[config.mk]
export PLATFORM = sky130hd
export DESIGN_NAME = serial_cmd_rx
export DESIGN_NICKNAME = d
export VERILOG_FILES = /design/src/rtl/scf_pkg.sv /design/src/rtl/scf_sync.sv /design/src/rtl/scf_edge.sv /design/src/rtl/scf_shifter.sv /design/src/rtl/scf_fields.sv /design/src/rtl/serial_cmd_rx.sv
export SDC_FILE = /design/constraint.sdc
export NUM_CORES = 1
export LEC_CHECK = 0
export BUFFER_PORTS_ARGS = -buffer_cell sky130_fd_sc_hd__buf_2
export CAP_MARGIN = 20
export CORE_ASPECT_RATIO = 1.25
export CORE_MARGIN = 2
export CORE_UTILIZATION = 38
export DETAILED_ROUTE_END_ITERATION = 6
export RECOVER_POWER = 25
export SYNTH_ARGS = -nofsm -noshare
export SYNTH_HDL_FRONTEND = slang
export SYNTH_SLANG_ARGS = --single-unit
[constraint.sdc]
create_clock -name clk -period 1.7 [get_ports clk]
set_clock_uncertainty 0.2 [all_clocks]
set_input_delay 0.085 -clock clk [delete_from_list [all_inputs] [get_ports clk]]
set_output_delay 0.085 -clock clk [all_outputs]
set_load 0.05 [all_outputs]
[src/rtl/scf_pkg.sv]
package scf_pkg;

  localparam int FRAME_LEN = 32;

  typedef enum logic [1:0] {
    ST_IDLE  = 2'd0,
    ST_SHIFT = 2'd1,
    ST_LOCK  = 2'd2
  } frame_state_e;

  typedef struct packed {
    logic [3:0]  prefix;
    logic [3:0]  ctrl;
    logic [3:0]  addr;
    logic [15:0] data;
    logic [3:0]  feat;
  } cmd_word_t;

endpackage

[src/rtl/scf_sync.sv]
module scf_sync #(
  parameter int          WIDTH     = 3,
  parameter int          STAGES    = 2,
  parameter logic [WIDTH-1:0] RESET_VAL = '0
) (
  input  logic             clk,
  input  logic             rst_n,
  input  logic [WIDTH-1:0] d,
  output logic [WIDTH-1:0] q
);

  logic [WIDTH-1:0] stg [STAGES];

  for (genvar g = 0; g < STAGES; g++) begin : g_stage
    if (g == 0) begin : g_first
      always_ff @(posedge clk or negedge rst_n) begin
        if (!rst_n) stg[0] <= RESET_VAL;
        else        stg[0] <= d;
      end
    end else begin : g_next
      always_ff @(posedge clk or negedge rst_n) begin
        if (!rst_n) stg[g] <= RESET_VAL;
        else        stg[g] <= stg[g-1];
      end
    end
  end

  assign q = stg[STAGES-1];

endmodule

[src/rtl/scf_edge.sv]
module scf_edge (
  input  logic clk,
  input  logic rst_n,
  input  logic sel_s,
  input  logic sck_s,
  output logic sel_fall,
  output logic sck_fall
);

  logic sel_q;
  logic sck_q;

  // select idles high, so a reset value of 1 prevents a false start
  always_ff @(posedge clk or negedge rst_n) begin
    if (!rst_n) begin
      sel_q <= 1'b1;
      sck_q <= 1'b0;
    end else begin
      sel_q <= sel_s;
      sck_q <= sck_s;
    end
  end

  assign sel_fall = sel_q & ~sel_s;
  assign sck_fall = sck_q & ~sck_s;

endmodule

[src/rtl/scf_shifter.sv]
module scf_shifter
  import scf_pkg::*;
#(
  parameter int LEN   = FRAME_LEN,
  localparam int CNT_W = $clog2(LEN + 1)
) (
  input  logic             clk,
  input  logic             rst_n,
  input  logic             sel_level,
  input  logic             sel_fall,
  input  logic             sck_fall,
  input  logic             din,
  output logic             done,
  output logic [LEN-1:0]   word_next,
  output frame_state_e     state,
  output logic [CNT_W-1:0] cnt
);

  logic [LEN-1:0] shreg;
  logic           last_bit;

  assign word_next = {shreg[LEN-2:0], din};
  assign last_bit  = (cnt == CNT_W'(LEN - 1));
  // completion outranks a simultaneous deselect
  assign done      = (state == ST_SHIFT) && sck_fall && last_bit;

  always_ff @(posedge clk or negedge rst_n) begin
    if (!rst_n) begin
      state <= ST_IDLE;
      cnt   <= '0;
      shreg <= '0;
    end else begin
      unique case (state)
        ST_IDLE: begin
          if (sel_fall) begin
            state <= ST_SHIFT;
            cnt   <= '0;
          end
        end
        ST_SHIFT: begin
          if (sck_fall) begin
            shreg <= word_next;
            if (last_bit) begin
              state <= ST_LOCK;
              cnt   <= '0;
            end else begin
              cnt <= cnt + 1'b1;
              if (sel_level) state <= ST_IDLE;
            end
          end else if (sel_level) begin
            state <= ST_IDLE;
          end
        end
        ST_LOCK: begin
          if (sel_level) state <= ST_IDLE;
        end
        default: state <= ST_IDLE;
      endcase
    end
  end

endmodule

[src/rtl/scf_fields.sv]
module scf_fields
  import scf_pkg::*;
#(
  parameter int DATA_BITS = 16
) (
  input  logic                 clk,
  input  logic                 rst_n,
  input  logic                 load,
  input  cmd_word_t            word,
  output logic                 valid,
  output logic [3:0]           ctrl,
  output logic [3:0]           addr,
  output logic [DATA_BITS-1:0] code,
  output logic [3:0]           feat
);

  // the prefix and the don't-care data tail are never decoded
  logic unused_bits;
  assign unused_bits = ^{word.prefix, word.data};

  always_ff @(posedge clk or negedge rst_n) begin
    if (!rst_n) begin
      valid <= 1'b0;
      ctrl  <= '0;
      addr  <= '0;
      code  <= '0;
      feat  <= '0;
    end else begin
      valid <= load;
      if (load) begin
        ctrl <= word.ctrl;
        addr <= word.addr;
        code <= word.data[15 -: DATA_BITS];
        feat <= word.feat;
      end
    end
  end

endmodule

[src/rtl/serial_cmd_rx.sv]
module serial_cmd_rx
  import scf_pkg::*;
#(
  parameter int DATA_BITS   = 16,
  parameter int SYNC_STAGES = 2,
  localparam int CNT_W      = $clog2(FRAME_LEN + 1)
) (
  input  logic                 clk,
  input  logic                 rst_n,
  input  logic                 frame_sel_n,
  input  logic                 ser_clk,
  input  logic                 ser_din,
  output logic                 cmd_valid,
  output logic [3:0]           cmd_ctrl,
  output logic [3:0]           cmd_addr,
  output logic [DATA_BITS-1:0] cmd_code,
  output logic [3:0]           cmd_feat
);

  logic [2:0]           pins_s;
  logic                 sel_sync;
  logic                 sck_sync;
  logic                 din_sync;
  logic                 sel_fall;
  logic                 sck_fall;
  logic                 frame_done;
  logic [FRAME_LEN-1:0] word_next;
  frame_state_e         frame_state;
  logic [CNT_W-1:0]     bit_cnt;

  scf_sync #(
    .WIDTH    (3),
    .STAGES   (SYNC_STAGES),
    .RESET_VAL(3'b001)
  ) u_sync (
    .clk  (clk),
    .rst_n(rst_n),
    .d    ({ser_din, ser_clk, frame_sel_n}),
    .q    (pins_s)
  );

  assign sel_sync = pins_s[0];
  assign sck_sync = pins_s[1];
  assign din_sync = pins_s[2];

  scf_edge u_edge (
    .clk     (clk),
    .rst_n   (rst_n),
    .sel_s   (sel_sync),
    .sck_s   (sck_sync),
    .sel_fall(sel_fall),
    .sck_fall(sck_fall)
  );

  scf_shifter #(
    .LEN(FRAME_LEN)
  ) u_shift (
    .clk      (clk),
    .rst_n    (rst_n),
    .sel_level(sel_sync),
    .sel_fall (sel_fall),
    .sck_fall (sck_fall),
    .din      (din_sync),
    .done     (frame_done),
    .word_next(word_next),
    .state    (frame_state),
    .cnt      (bit_cnt)
  );

  scf_fields #(
    .DATA_BITS(DATA_BITS)
  ) u_fields (
    .clk  (clk),
    .rst_n(rst_n),
    .load (frame_done),
    .word (cmd_word_t'(word_next)),
    .valid(cmd_valid),
    .ctrl (cmd_ctrl),
    .addr (cmd_addr),
    .code (cmd_code),
    .feat (cmd_feat)
  );

endmodule

Word level (Yosys, flattened, before mapping):

Index checks and enable logic that the tools add are counted.

* flip-flop bits (word level): 72
* bits in latches: 0
* memory bits (writable): 0
* memory bits (read-only): 0
* output and inout bits: 29
* word-level logic and storage cells: 37
* memories kept: 0

* add/subtract/negate cells: 1
* multiply operators: 0
* div/mod/pow operators: 0
* $lt $le $gt $ge: 0
* equal/unequal tests: 5
* shift-type cells: 0
* muxes and demuxes: 9
* bitwise operators: 4
* reduce and logical (&&, ||, !) cells: 6

Operators with widths (number)
* 2-to-1 mux 6 bit: 3
* one-hot mux 6 bit (2 select lines): 1
* 2-to-1 mux 2 bit: 4
* adder 6 x 1 -> 6 bit, second input constant: 1
* == test 6 x 5 -> 1 bit, second input constant: 1
* one-hot mux 2 bit (3 select lines): 1
* AND reduction 3 bit: 1
* bitwise AND 1 bit: 2
* == test 2 x 1 -> 1 bit, second input constant: 1
* == test 2 bit, second input constant: 1
* logical AND 1 bit: 2
* zero test 2 bit: 1
* inequality test 2 x 1 -> 1 bit, second input constant: 1
* inequality test 2 bit, second input constant: 1
* inverter 1 bit: 2
* AND reduction 2 bit: 1
* nonzero test 2 bit: 1

Longest topological paths before layout:

* depth after elaboration: 4
* gate-level depth with buffers: 5
* depth with buffers taken out: 4

By module:

Synthesis repeated with hierarchy kept, for this count alone.

* cells, all modules: 254
* area total of the unflattened synthesis: 3046.7 µm²

By module, submodules not included
* scf_shifter: times used 1, cells an instance 181, area an instance 1625.3 µm²
* scf_fields: times used 1, cells an instance 60, area an instance 1167.4 µm²
* scf_sync: times used 1, cells an instance 9, area an instance 175.2 µm²
* scf_edge: times used 1, cells an instance 4, area an instance 78.8 µm²

Least setup slack after synthesis:

OpenSTA, ideal clock, no wires.

* kind: reg-to-reg
* start point: register u_shift.cnt[0]
* end point: register u_fields.code[0]
* setup time: 125 ps
* arrival: 1447 ps
* data required time: 1375 ps
* slack: -71 ps
* stages on the path, launching flop included: 6
* buffers on the path: 1
* clock period less this slack: 1771 ps
* cells stage by stage: dfrtp_1 > ha_1 > nand3_1 > nor3_2 > buf_4 > mux2_2

* longest elaborated chain between the ends: 2

Ends and longest elaborated chain
* start, declared: line scf_shifter.sv:16 `output logic [CNT_W-1:0] cnt`
* start signal, assigned: line scf_shifter.sv:47 `cnt <= cnt + 1'b1;`
* == test 6 x 5 -> 1 bit: line scf_shifter.sv:23 `assign last_bit = (cnt == CNT_W'(LEN - 1));`
* logical AND 1 bit: line scf_shifter.sv:25 `assign done = (state == ST_SHIFT) && sck_fall && last_bit;`
* end signal, assigned: line scf_fields.sv:33 `code <= word.data[15 -: DATA_BITS];`
* end, declared: line scf_fields.sv:13 `output logic [DATA_BITS-1:0] code,`

Every way passes these cells.
A chain may end at the register's enable or synchronous reset.

Worst setup path in the final report:

* start point: register u_sync.stg (netlist bit u_sync.q[1])
* end point: register u_fields.code[0]

* longest elaborated chain between the ends: 4

Ends and longest elaborated chain
* start, declared: line scf_sync.sv:12 `logic [WIDTH-1:0] stg [STAGES];`
* start signal, assigned by index: line scf_sync.sv:23 `else stg[g] <= stg[g-1];`
* inverter 1 bit: line scf_edge.sv:25 `assign sck_fall = sck_q & ~sck_s;`
* bitwise AND 1 bit: line scf_edge.sv:25
* logical AND 1 bit (2 in series): line scf_shifter.sv:25

Every way passes these cells.

==> results.py <==
metrics = {
    "final_layout": {
        "multi_input_area_um2": 928.4,
        "seq_area_um2": 1805,
        "final_common_cell": "nand2_1",
        "stdcell_area_um2": 3467,
        "layout_common_cells": "nand2_1 (83), dfrtp_1 (69), buf_2 (32)",
        "final_net_count": 301,
        "diodes": 0,
        "area_delta_synth_final_pct": 26.24,
        "fill_cells": 667,
        "drive_above_1_share_pct": 34.23,
    },
    "critical_path": {
        "start_kind": "register",
        "rr_startpoint": "u_sync.q[1]",
        "worst_path_max_delay_cell": "dfrtp_1",
        "rr_worst_depth": 5,
        "slowest_delay_ns": 0.38,
        "rr_endpoint": "u_fields.code[0]",
        "worstPathArrival_ns": 1.83,
        "r2r_setup_slack_ns": -0.12,
        "crit_family": "simple AND/OR/NAND/NOR gates",
        "critPathMaxFanout": 11,
        "criticalPathCategory": "register to register",
        "critical_path.cell_chain": "nand4bb_4 -> nor3_4 -> buf_4 -> buf_12 -> mux2_2",
        "endpoint_kind": "register",
        "worst_ep_required_time_ns": 1.71,
        "path_buf_inv": 2,
    },
    "routing": {
        "drt-wirelength-per-cell_um": 12.89,
        "drt-total-wl_um": 5002,
        "dr.pass1.iters": 4,
        "viasPerCell": 4.704,
        "drtAntennaViolNets": 0,
        "drt_iter0_drc": 66,
        "num_vias": 1825,
        "drc": 0,
    },
    "place": {
        "dp_hpwl_um": 3251,
        "portBuffers": 33,
        "place_congestion": 0.7841,
        "dpl-instance-area_um2": 3226,
    },
    "global_route": {
        "track_usage_pct": 13.90,
        "grt_antenna_before_repair": 0,
        "grt_max_degree": 37,
        "grt_overflow": 0,
        "grt_first_pass_wirelength_um": 8487,
        "grt_pass1_vias": 1836,
    },
    "clocking": {
        "cts_made_buffers": 9,
        "insertion_delay_ns": 0.32,
        "tritoncts": "built",
        "cts_sinks": 72,
        "cts_buffer_depth": 2,
        "clockRootBuffer": "clkbuf_8",
        "htree_num_levels": 3,
        "clkTransAtPathRegs_ns": 0.07,
    },
    "logic_synthesis": {
        "synth.distinct_cells": 29,
        "synthCells": 230,
        "yosysSeqAreaShare_pct": 65.74,
        "synth_nets": 236,
        "synth_area_per_cell_um2": 11.94,
        "synth_warnings": 0,
        "netlist_area_um2": 2746,
        "ys_ff_latch": 72,
    },
    "floorplanning": {
        "dieWidth_um": 80.04,
        "die_area_um2": 7928,
        "pin_count": 34,
        "start_util_pct": 39.37,
        "core_area_um2": 6977,
        "fp.dieH_um": 99.05,
        "rows": 34,
    },
    "sta": {
        "max_slew.worst_pin.slew_ns": 0.6662,
        "fin_ws_ns": -0.1153,
        "finalCriticalPeriod_ns": 1.815,
        "finalSetupViolations": 29,
        "hold_violations": 0,
        "fmax_mhz": 550.9,
        "fin_hold_ws_ns": 0.1557,
        "finalCritPeriodShare_pct": 106.8,
        "maxSlewHeadroom_pct": 55.58,
        "rsz0062_at_grt": "true",
        "slew_viol_final": 0,
    },
    "status": {
        "status": "complete, but fails checks",
        "violations": "setup timing",
    },
    "power_and_ir_drop": {
        "power.leakage_nw": 1.870,
        "power.density_nw_per_um2": 907.4,
        "ir_worst_vdd_uv": 514.1,
    },
    "worst_hold_path": {
        "hold_class": "register to register",
        "holdCritStartpoint": "u_sync.stg[3]",
        "holdPathStages": 0,
        "min_to": "u_sync.q[0]",
    },
    "flow_run": {
        "maxCapViolCount": 0,
    },
}
==> metrics by stage <==
step | std cells | setup WS [ns] | power [W] | util, % | setup TNS [ns]
floorplan | 230 | -0.01536 | 0.001945 | - | -0.3809
global placement | 366 | -0.04680 | 0.002057 | 46.23 | -1.154
detailed placement | 366 | -0.06919 | 0.002064 | 46.23 | -1.659
CTS | 385 | -0.08164 | 0.003190 | 49.37 | -1.928
global route | 388 | -0.1632 | 0.003291 | 49.70 | -4.148
finish | 388 | -0.1153 | 0.003146 | 49.70 | -2.792
==> how the worst max path moves through the flow <==
stage                   startpoint                to  depth (start not counted)
floorplan           u_shift.cnt[1]  u_fields.code[0]                          5
global placement    u_shift.cnt[1]  u_fields.feat[2]                          5
detailed placement  u_shift.cnt[1]  u_fields.code[0]                          5
CTS                 u_shift.cnt[1]  u_fields.code[0]                          5
global route           u_sync.q[1]  u_fields.ctrl[2]                          5
finish                 u_sync.q[1]  u_fields.code[0]                          5
==> report_power, final <==
part           internal (W)  switching, W
Sequential          0.00178     0.0000533
Clock              0.000554      0.000560
Combinational     0.0000872      0.000109
==> timing repair <==
| item | CTS | global route |
|---|---|---|
| pin swaps | 0 | 2 |
| cloned | 0 | 1 |
| hold buffers | 5 | 0 |
| gates resized for setup | 4 | 2 |
| hold endpoints to repair | 75 | 0 |
| endpoints found under the setup margin | 31 | 30 |
| buffers inserted | 0 | 2 |
==> worst register-to-register path: cells and delay by family, from the launching register on <==
kind | cells | cell delay [ns]
buf+inv | 2 | 0.31
mux | 1 | 0.34
simple gates | 2 | 0.48
flops | 1 | 0.38
==> area by class of cell <==
| class | count | area share [%] |
|---|---|---|
| Clock buffer | 13 | 4.294 |
| Sequential cell | 72 | 52.07 |
| Multi-Input combinational cell | 145 | 26.78 |
| Timing Repair Buffer | 64 | 13.14 |
| Clock inverter | 1 | 0.1444 |
| Inverter | 3 | 0.3248 |
| Tap cell | 90 | 3.248 |
==> synthesized netlist by cell type <==
cell / n / share of area (%)
nand2_1: 83 / 11
dfrtp_1: 69 / 63
mux2_2: 26 / 11
nand3_1: 8 / 1.5
clkbuf_1: 4 / 0.55
o21ai_0: 4 / 0.73
buf_4: 3 / 0.82
dfstp_2: 3 / 2.9
inv_1: 3 / 0.41
or3_1: 3 / 0.68
a21oi_1: 2 / 0.36
buf_2: 2 / 0.36
mux2_1: 2 / 0.82
nor2_1: 2 / 0.27
o211ai_1: 2 / 0.55
a21o_1: 1 / 0.27
buf_6: 1 / 0.41
ha_1: 1 / 0.46
nand2b_1: 1 / 0.23
nand4bb_4: 1 / 1.0
nor2b_1: 1 / 0.23
nor3_2: 1 / 0.36
nor4_1: 1 / 0.23
nor4b_1: 1 / 0.32
nor4bb_1: 1 / 0.36
o2111ai_1: 1 / 0.32
o41ai_1: 1 / 0.32
or4b_1: 1 / 0.36
or4b_2: 1 / 0.36
==> cell families after synthesis <==
kind of cell / share of synthesized area [%]
simple gates: 17.22
flops: 65.74
mux: 11.48
buf+inv: 2.551
compound gates: 2.551
fa+ha+maj: 0.4555
==> state kept, by name, summed over array words and instances, names as in the netlist <==
register / flops
u_sync.q: 3
u_sync.stg: 3
u_fields.addr: 4
u_fields.ctrl: 4
u_fields.valid: 1
u_shift.state: 2
u_edge.sck_q: 1
u_edge.sel_q: 1
u_fields.code: 16
u_fields.feat: 4
u_shift.shreg: 27
u_shift.cnt: 6
==> layer usage <==
| layer | share of wire [%] | up-vias | track usage (%) |
|---|---|---|---|
| li1 | - | 891 | - |
| met1 | 47 | 898 | 18.32 |
| met2 | 48 | 30 | 21.47 |
| met3 | 3.8 | 6 | 4.304 |
| met4 | 1.5 | 0 | 5.476 |
| met5 | 0 | - | 0 |
No activity file was read; power rests on OpenSTA's default activity.
